--- config.mk ---
export PLATFORM = sky130hd
export DESIGN_NAME = ipsig_ctrl
export DESIGN_NICKNAME = d
export VERILOG_FILES = /design/src/rtl/ipsig_pkg.sv /design/src/rtl/ipsig_decode.sv /design/src/rtl/ipsig_pending.sv /design/src/rtl/ipsig_sender.sv /design/src/rtl/ipsig_ctrl.sv
export SDC_FILE = /design/constraint.sdc
export NUM_CORES = 1
export LEC_CHECK = 0
export ABC_AREA = 1
export BUFFER_PORTS_ARGS = -buffer_cell sky130_fd_sc_hd__buf_2
export CAP_MARGIN = 20
export CELL_PAD_IN_SITES_DETAIL_PLACEMENT = 1
export CELL_PAD_IN_SITES_GLOBAL_PLACEMENT = 1
export CORE_ASPECT_RATIO = 1.75
export CORE_UTILIZATION = 34
export DETAILED_ROUTE_END_ITERATION = 8
export GPL_ROUTABILITY_DRIVEN = 0
export PLACE_DENSITY = 0.79
export SLEW_MARGIN = 10
export SYNTH_ARGS = -nofsm -noshare
export SYNTH_HDL_FRONTEND = slang
export SYNTH_SLANG_ARGS = --single-unit
--- constraint.sdc ---
create_clock -name clk -period 2.76 [get_ports clk]
set_input_delay 0.138 -clock clk [delete_from_list [all_inputs] [get_ports clk]]
set_output_delay 0.138 -clock clk [all_outputs]
set_load 0.03 [all_outputs]
--- src/rtl/ipsig_pkg.sv ---
`timescale 1ns/1ps
package ipsig_pkg;
    localparam logic [7:0]  OFS_SEND = 8'h0C;
    localparam logic [7:0]  OFS_RECV = 8'h10;
    localparam logic [7:0]  OFS_ENA  = 8'h14;
    localparam logic [7:0]  OFS_DIS  = 8'h18;
    localparam logic [7:0]  OFS_CLR  = 8'h1C;
    localparam logic [31:0] NONE_PENDING = 32'hFFFF_FFFF;

    // client in the upper half, signal in the lower half
    typedef struct packed {
        logic [15:0] client;
        logic [15:0] signal;
    } sig_id_t;

    typedef enum logic [0:0] {
        TX_IDLE = 1'b0,
        TX_FIRE = 1'b1
    } tx_state_t;
endpackage

--- src/rtl/ipsig_decode.sv ---
`timescale 1ns/1ps
module ipsig_decode
    import ipsig_pkg::*;
#(
    parameter int NUM_CLIENTS = 4,
    parameter int NUM_SIGNALS = 8,
    localparam int LINES = NUM_CLIENTS * NUM_SIGNALS,
    localparam int IDX_W = (LINES > 1) ? $clog2(LINES) : 1
) (
    input  sig_id_t            id,
    output logic               ok,
    output logic [IDX_W-1:0]   idx,
    output logic [LINES-1:0]   mask
);
    // both fields must be in range, compared at full width
    always_comb begin
        ok   = (32'(id.client) < NUM_CLIENTS) && (32'(id.signal) < NUM_SIGNALS);
        idx  = IDX_W'(32'(id.client) * NUM_SIGNALS + 32'(id.signal));
        mask = ok ? (LINES'(1) << idx) : '0;
    end
endmodule

--- src/rtl/ipsig_pending.sv ---
`timescale 1ns/1ps
module ipsig_pending #(
    parameter int NUM_CLIENTS = 4,
    parameter int NUM_SIGNALS = 8,
    localparam int LINES = NUM_CLIENTS * NUM_SIGNALS,
    localparam int IDX_W = (LINES > 1) ? $clog2(LINES) : 1
) (
    input  logic             clk,
    input  logic             rst,
    input  logic [LINES-1:0] recv_pulse,
    input  logic [LINES-1:0] en_set,
    input  logic [LINES-1:0] en_clr,
    input  logic [LINES-1:0] pend_clr,
    output logic             hit_valid,
    output logic [IDX_W-1:0] hit_idx
);
    logic [LINES-1:0] pend;
    logic [LINES-1:0] en;

    // pulses win over clears; enables act per line
    always_ff @(posedge clk) begin
        if (rst) begin
            pend <= '0;
            en   <= '0;
        end else begin
            en   <= (en | en_set) & ~en_clr;
            pend <= (pend & ~pend_clr) | recv_pulse;
        end
    end

    // lowest line index wins (client-major numbering)
    always_comb begin
        hit_valid = 1'b0;
        hit_idx   = '0;
        for (int i = LINES - 1; i >= 0; i--) begin
            if (pend[i] && en[i]) begin
                hit_valid = 1'b1;
                hit_idx   = IDX_W'(i);
            end
        end
    end

    a_r8_no_lost_event: assert property (@(posedge clk) disable iff (rst)
        (|recv_pulse) |=> ((pend & $past(recv_pulse)) == $past(recv_pulse)));

    a_r7_clear_takes_effect: assert property (@(posedge clk) disable iff (rst)
        (|(pend_clr & ~recv_pulse)) |=> ((pend & $past(pend_clr & ~recv_pulse)) == '0));
endmodule

--- src/rtl/ipsig_sender.sv ---
`timescale 1ns/1ps
module ipsig_sender
    import ipsig_pkg::*;
#(
    parameter int NUM_CLIENTS = 4,
    parameter int NUM_SIGNALS = 8,
    localparam int LINES = NUM_CLIENTS * NUM_SIGNALS,
    localparam int IDX_W = (LINES > 1) ? $clog2(LINES) : 1
) (
    input  logic             clk,
    input  logic             rst,
    input  logic             fire,
    input  logic [IDX_W-1:0] fire_idx,
    output logic [LINES-1:0] send_pulse
);
    tx_state_t        state, state_nx;
    logic [IDX_W-1:0] held_idx;

    always_comb begin
        state_nx = state;
        unique case (state)
            TX_IDLE: state_nx = fire ? TX_FIRE : TX_IDLE;
            TX_FIRE: state_nx = fire ? TX_FIRE : TX_IDLE;
            default: state_nx = TX_IDLE;
        endcase
    end

    always_ff @(posedge clk) begin
        if (rst) begin
            state    <= TX_IDLE;
            held_idx <= '0;
        end else begin
            state <= state_nx;
            if (fire) held_idx <= fire_idx;
        end
    end

    // one line, one cycle
    always_comb begin
        unique case (state)
            TX_FIRE: send_pulse = LINES'(1) << held_idx;
            default: send_pulse = '0;
        endcase
    end

    a_r3_pulse_follows_fire: assert property (@(posedge clk) disable iff (rst)
        fire |=> (send_pulse != '0));

    a_r3_quiet_without_fire: assert property (@(posedge clk) disable iff (rst)
        !fire |=> (send_pulse == '0));
endmodule

--- src/rtl/ipsig_ctrl.sv ---
`timescale 1ns/1ps
module ipsig_ctrl
    import ipsig_pkg::*;
#(
    parameter int NUM_CLIENTS = 4,
    parameter int NUM_SIGNALS = 8,
    parameter int ADDR_W      = 8,
    localparam int LINES = NUM_CLIENTS * NUM_SIGNALS
) (
    input  logic              clk,
    input  logic              rst,
    input  logic              bus_wr,
    input  logic              bus_rd,
    input  logic [ADDR_W-1:0] bus_addr,
    input  logic [31:0]       bus_wdata,
    output logic [31:0]       bus_rdata,
    input  logic [LINES-1:0]  recv_pulse,
    output logic [LINES-1:0]  send_pulse,
    output logic              irq
);
    localparam int IDX_W = (LINES > 1) ? $clog2(LINES) : 1;

    sig_id_t          wr_id;
    logic             id_ok;
    logic [IDX_W-1:0] id_idx;
    logic [LINES-1:0] id_mask;

    assign wr_id = sig_id_t'(bus_wdata);

    ipsig_decode #(.NUM_CLIENTS(NUM_CLIENTS), .NUM_SIGNALS(NUM_SIGNALS)) u_dec (
        .id   (wr_id),
        .ok   (id_ok),
        .idx  (id_idx),
        .mask (id_mask)
    );

    // offset decode
    logic at_send, at_recv, at_ena, at_dis, at_clr;
    assign at_send = (bus_addr == ADDR_W'(OFS_SEND));
    assign at_recv = (bus_addr == ADDR_W'(OFS_RECV));
    assign at_ena  = (bus_addr == ADDR_W'(OFS_ENA));
    assign at_dis  = (bus_addr == ADDR_W'(OFS_DIS));
    assign at_clr  = (bus_addr == ADDR_W'(OFS_CLR));

    logic             fire;
    logic [LINES-1:0] en_set, en_clr, pend_clr;
    assign fire     = bus_wr && at_send && id_ok;
    assign en_set   = (bus_wr && at_ena) ? id_mask : '0;
    assign en_clr   = (bus_wr && at_dis) ? id_mask : '0;
    assign pend_clr = (bus_wr && at_clr) ? id_mask : '0;

    logic             hit_valid;
    logic [IDX_W-1:0] hit_idx;

    ipsig_pending #(.NUM_CLIENTS(NUM_CLIENTS), .NUM_SIGNALS(NUM_SIGNALS)) u_pend (
        .clk        (clk),
        .rst        (rst),
        .recv_pulse (recv_pulse),
        .en_set     (en_set),
        .en_clr     (en_clr),
        .pend_clr   (pend_clr),
        .hit_valid  (hit_valid),
        .hit_idx    (hit_idx)
    );

    ipsig_sender #(.NUM_CLIENTS(NUM_CLIENTS), .NUM_SIGNALS(NUM_SIGNALS)) u_tx (
        .clk        (clk),
        .rst        (rst),
        .fire       (fire),
        .fire_idx   (id_idx),
        .send_pulse (send_pulse)
    );

    // summary level
    assign irq = hit_valid;

    // rebuild the ID word of the winning line
    sig_id_t hit_id;
    always_comb begin
        hit_id.client = 16'(32'(hit_idx) / NUM_SIGNALS);
        hit_id.signal = 16'(32'(hit_idx) % NUM_SIGNALS);
    end

    always_comb begin
        bus_rdata = '0;
        if (bus_rd && at_recv)
            bus_rdata = hit_valid ? 32'(hit_id) : NONE_PENDING;
    end

    a_r9_irq_matches_read: assert property (@(posedge clk) disable iff (rst)
        (bus_rd && at_recv) |-> (irq == (bus_rdata != NONE_PENDING)));

    a_r10_bad_send_silent: assert property (@(posedge clk) disable iff (rst)
        (bus_wr && at_send && !id_ok) |=> (send_pulse == '0));
endmodule

# == Word level (Yosys, flattened, before mapping) ==
# Index checks and enable logic that the tools add are counted.
# totals
register_bits,70
output_inout_bits,65
# classes
mux,72
n_eq_ne,5
addsub,1
shift,2
order_cmp,2
bitwise_logic,6
reduce_logical,39
# ops
op,n
$mux W32,7
$mux W5,32
$and A32 B32 Y32,2
$not A32 Y32,2
$or A32 B32 Y32,2
$shl A1 B5 Y32 const A,2
$logic_and A1 B1 Y1,39
$mux W1,33
$eq A8 B5 Y1 const B,4
$lt A16 B3 Y1 const B,1
$lt A16 B4 Y1 const B,1
$eq A8 B4 Y1 const B,1
$add A5 B5 Y5,1

# == Longest topological paths before layout ==
# logic_depth
ltp_word,35
ltp_mapped,34

# == Modules after synthesis ==
# A second synthesis with hierarchy kept.
# hier_totals
hier_cells,793
area_unflattened_um2,5006.1
# modules_own_cells
module,instances,area_each_um2,cells_each
ipsig_pending,1,2507.4,348
ipsig_ctrl,1,1270.0,210
ipsig_decode,1,650.6,148
ipsig_sender,1,578.1,87

# == Worst setup path before layout ==
# No wires, ideal clock.
# synth_path
path_kind,flip-flop to output port
startpoint,register u_pend.pend[23]
endpoint,output bus_rdata[16]
arrival_ns,3.162
t_required_ns,2.622
n_path_buf,0
slack_ns,-0.540
stages_incl_launch_ff,9
cell_sequence,dfxtp_1 > nand2_1 > nand2_1 > nor2_1 > nand2_1 > or4_1 > nor2_1 > inv_2 > o21ai_0
# synth_between
elab_chain_cells,27
# synth_rtl
item,line_no,source
from (decl),ipsig_pending.sv:17,logic [LINES-1:0] pend;
from (signal assigned),ipsig_pending.sv:27,pend <= (pend & ~pend_clr) | recv_pulse;
$logic_and A1 B1 Y1,ipsig_pending.sv:36,if (pend[i] && en[i]) begin
$mux W1 (24 in series),ipsig_pending.sv:36,
via irq,ipsig_ctrl.sv:19,output logic irq
$mux W32,ipsig_ctrl.sv:87,bus_rdata = hit_valid ? 32'(hit_id) : NONE_PENDING;
$mux W32,ipsig_ctrl.sv:86,if (bus_rd && at_recv)
to (decl),ipsig_ctrl.sv:16,"output logic [31:0] bus_rdata,"
# The timed path passes the listed nets, and every way through them passes these cells.

# == Final worst setup path ==
# layout_path
startpoint,register u_pend.en[31]
endpoint,output bus_rdata[0]
# layout_between
elab_chain_cells,35
# layout_rtl
item,line_no,source
from (decl),ipsig_pending.sv:18,logic [LINES-1:0] en;
from (signal assigned),ipsig_pending.sv:26,en <= (en | en_set) & ~en_clr;
$logic_and A1 B1 Y1 (*),ipsig_pending.sv:36,
$mux W5 / $mux W1 (equally long branches) (32 in series),ipsig_pending.sv:36,
$mux W32 (*),ipsig_ctrl.sv:87,
$mux W32 (*),ipsig_ctrl.sv:86,
# Mark *: on every way between the ends. The rest lies on a longest branch, timed or not.

==> results.ini <==
[drt]
drc_errors=0
via_per_inst=5.189
first_pass_iters=6
wire_per_inst_um=16.22
drt_iter0_markers=167
drt.antenna.violating_nets=0
vias=4260
drt_wl_total_um=13320

[power_and_ir_drop]
powerDensity_nw_per_um2=475.4
pwr-share-seq=0.465
ir_drop_mv=0.3176
pwr-share-comb=0.070
power.switching_mw=0.5227
p_leak_nw=2.401
internal-power_mw=1.767
finalPower_mw=2.289
p_clk_frac=0.465
switching_share=0.2283

[run_status]
outcome=finished, final reports clean

[die]
initial_core_util=0.3479
row_count=51
die_h_um=143.0
die_x_um=82.57
coreArea_sq_um=11100
dieArea_sq_um=11810
io_pins=141

[timing]
finalSetupViolations=0
fin_skew_ns=0
rsz0062_at_grt=yes
max_freq_mhz=376.1
min_period_ns=2.659
hold_viol_final=0
slew_violations=0
worst_pin_slew_ns=0.7363
whs_ns=0.03046
fin_crit_sh=0.9635
max_slew_margin=0.5091

[synth]
synth_edf_count=0
synthCells=573
ys_warn_count=0
synth_cell_type_count=25
synth-seq-cells=70
synth_ff_type=dfxtp_1
syn_area_sq_um=3862
syn_nets=650
avgSynthCellArea_sq_um=6.741
ys_seq_area_frac=0.3628
synthArstFlopShare=0

[setup_path]
arrival_ns=2.52
cp_slowest_cell=dfxtp_2
cp-end-kind=output pin
critPathKind=reg2out
crit_top_cell=nand2_1
path_max_fanout=2
slowest_delay_ns=0.34
cp.required_ns=2.62
startpoint_type=register

[clocking]
clock-sinks=70
root_buffer=clkbuf_16
htreeDepth=3
clk_path_buf_depth=2
clk_pin_slew_worst_paths_ns=0.06
clk_latency_ns=0.34
ctsHoldBuffers=0
numCtsBuffers=9
cts_tree=done

[run]
maxCapViolCount=0

[finish]
fin_util=0.4337
area_growth_pct=24.68
layout-drive-gt1-share=0.3048
stdcell_count=821
antenna_cells=0
fin_area_sq_um=4816
fillCellCount=1484
nets=762

[grt]
grt_use_total=0.2340
grt_start_max_net_pins=37
antenna_found_initial=0
globalRouteOverflowTotal=0
grt_pass1_vias=4321
grt_first_pass_wirelength_um=20640

[placement]
placed_area_sq_um=4497
post-place-cells=801
dp_hpwl_um=10230
io_buffers=140

[min_path]
hp-class=in2reg

[sequential cells by signal, summed over array words and instances, names as in the netlist]
| register | count |
|---|---|
| u_pend.en | 32 |
| u_pend.pend | 32 |
| u_tx.held_idx | 5 |
| u_tx.state | 1 |
[per-stage QoR]
step           setup TNS [ns]  setup slack [ns]
4_1_cts                     0           0.02322
3_5_place_dp                0            0.4198
5_1_grt               -0.1784           -0.1784
3_3_place_gp                0            0.4561
2_1_floorplan               0            0.2636
6_report                    0            0.1008
[cell type report]
type                            count  area, sq um  share of cell area
Clock buffer                       14        264.0             0.05482
Clock inverter                      1        5.005            0.001039
Inverter                           54        202.7             0.04209
Multi-Input combinational cell    398         1977              0.4105
Sequential cell                    70         1405              0.2918
Tap cell                          132        165.2             0.03429
Timing Repair Buffer              152        797.0              0.1655
[kinds of logic after synthesis]
kind of cell,after synthesis,synth area share
simple gates,284,0.3048
compound gates,112,0.1989
buf+inv,105,0.1280
flops,70,0.3628
xor+xnor,1,0.002268
fa+ha+maj,1,0.003239
[power groups by stage]
stage	Clock [mW]	Sequential, mW	Combinational (mW)
6_report	1.06	1.06	0.161
3_3_place_gp	0	1.08	0.154
3_5_place_dp	0	1.08	0.160
5_1_grt	1.11	1.07	0.182
2_1_floorplan	0	1.08	0.0787
4_1_cts	1.08	1.06	0.161
[path summary, 6_finish.rpt]
check,startpoint,endpoint,slack (ns),cells past startpoint
worst min-delay path,recv_pulse[4],u_pend.pend[4],0.03,3
worst max-delay path,u_pend.en[31],bus_rdata[0],0.10,35
worst max register to register,u_tx.held_idx[0],u_tx.held_idx[0],1.86,2
worst min register to register,u_pend.pend[6],u_pend.pend[6],0.47,2
[placed cells by master, fill, tap and decap left out]
cell	instances
nand2_4	2
a21oi_1	39
buf_4	12
clkbuf_16	9
o211ai_1	1
inv_2	2
nand4_1	21
dfxtp_2	3
nor4_1	6
clkinv_2	1
ha_1	1
buf_6	1
o31ai_1	1
inv_1	50
o221a_2	32
nand2_1	125
clkbuf_8	2
or2_2	1
a31oi_1	2
xor2_1	1
or4_1	1
clkinv_1	2
clkbuf_1	3
nand2_2	5
nor2_1	112
nor2_4	1
nor3_1	1
buf_2	139
dfxtp_1	67
nand3_1	9
o21ai_0	37
[timing repair]
action / 4_1_cts / 5_1_grt
gates resized for setup: 0 / 8
buffers inserted: 0 / 5
endpoints found under the setup margin: 0 / 14
hold endpoints to repair: 0 / 0
[routing by layer]
| layer | global-route usage | share of wire | vias to the layer above |
|---|---|---|---|
| met5 | 0 | 0 | - |
| met4 | 0.1225 | 0.037 | 0 |
| met3 | 0.03067 | 0.031 | 29 |
| met2 | 0.4498 | 0.56 | 115 |
| met1 | 0.2316 | 0.38 | 2020 |
| li1 | - | - | 2096 |
[synth_stat cells, types with 2 or more instances]
library cell,count,area share
clkbuf_1,23,0.022
a31oi_1,2,0.0032
nand3_1,9,0.012
buf_2,2,0.0026
nand2_2,4,0.0065
nand4_1,21,0.034
o21ai_0,37,0.048
inv_1,51,0.050
nand2_4,2,0.0058
buf_4,26,0.051
nor4_1,6,0.0097
a21oi_1,39,0.051
dfxtp_1,70,0.36
nor2_1,113,0.11
clkinv_1,2,0.0019
o221a_2,32,0.093
nand2_1,126,0.12
[worst max-delay path: cells and delay by family, from the launching register on]
family	cells	cell delay (ns)
and+or+nand+nor	33	1.64
DFF	1	0.34
buffers and inverters	2	0.18
No activity file was read; power rests on OpenSTA's default activity.
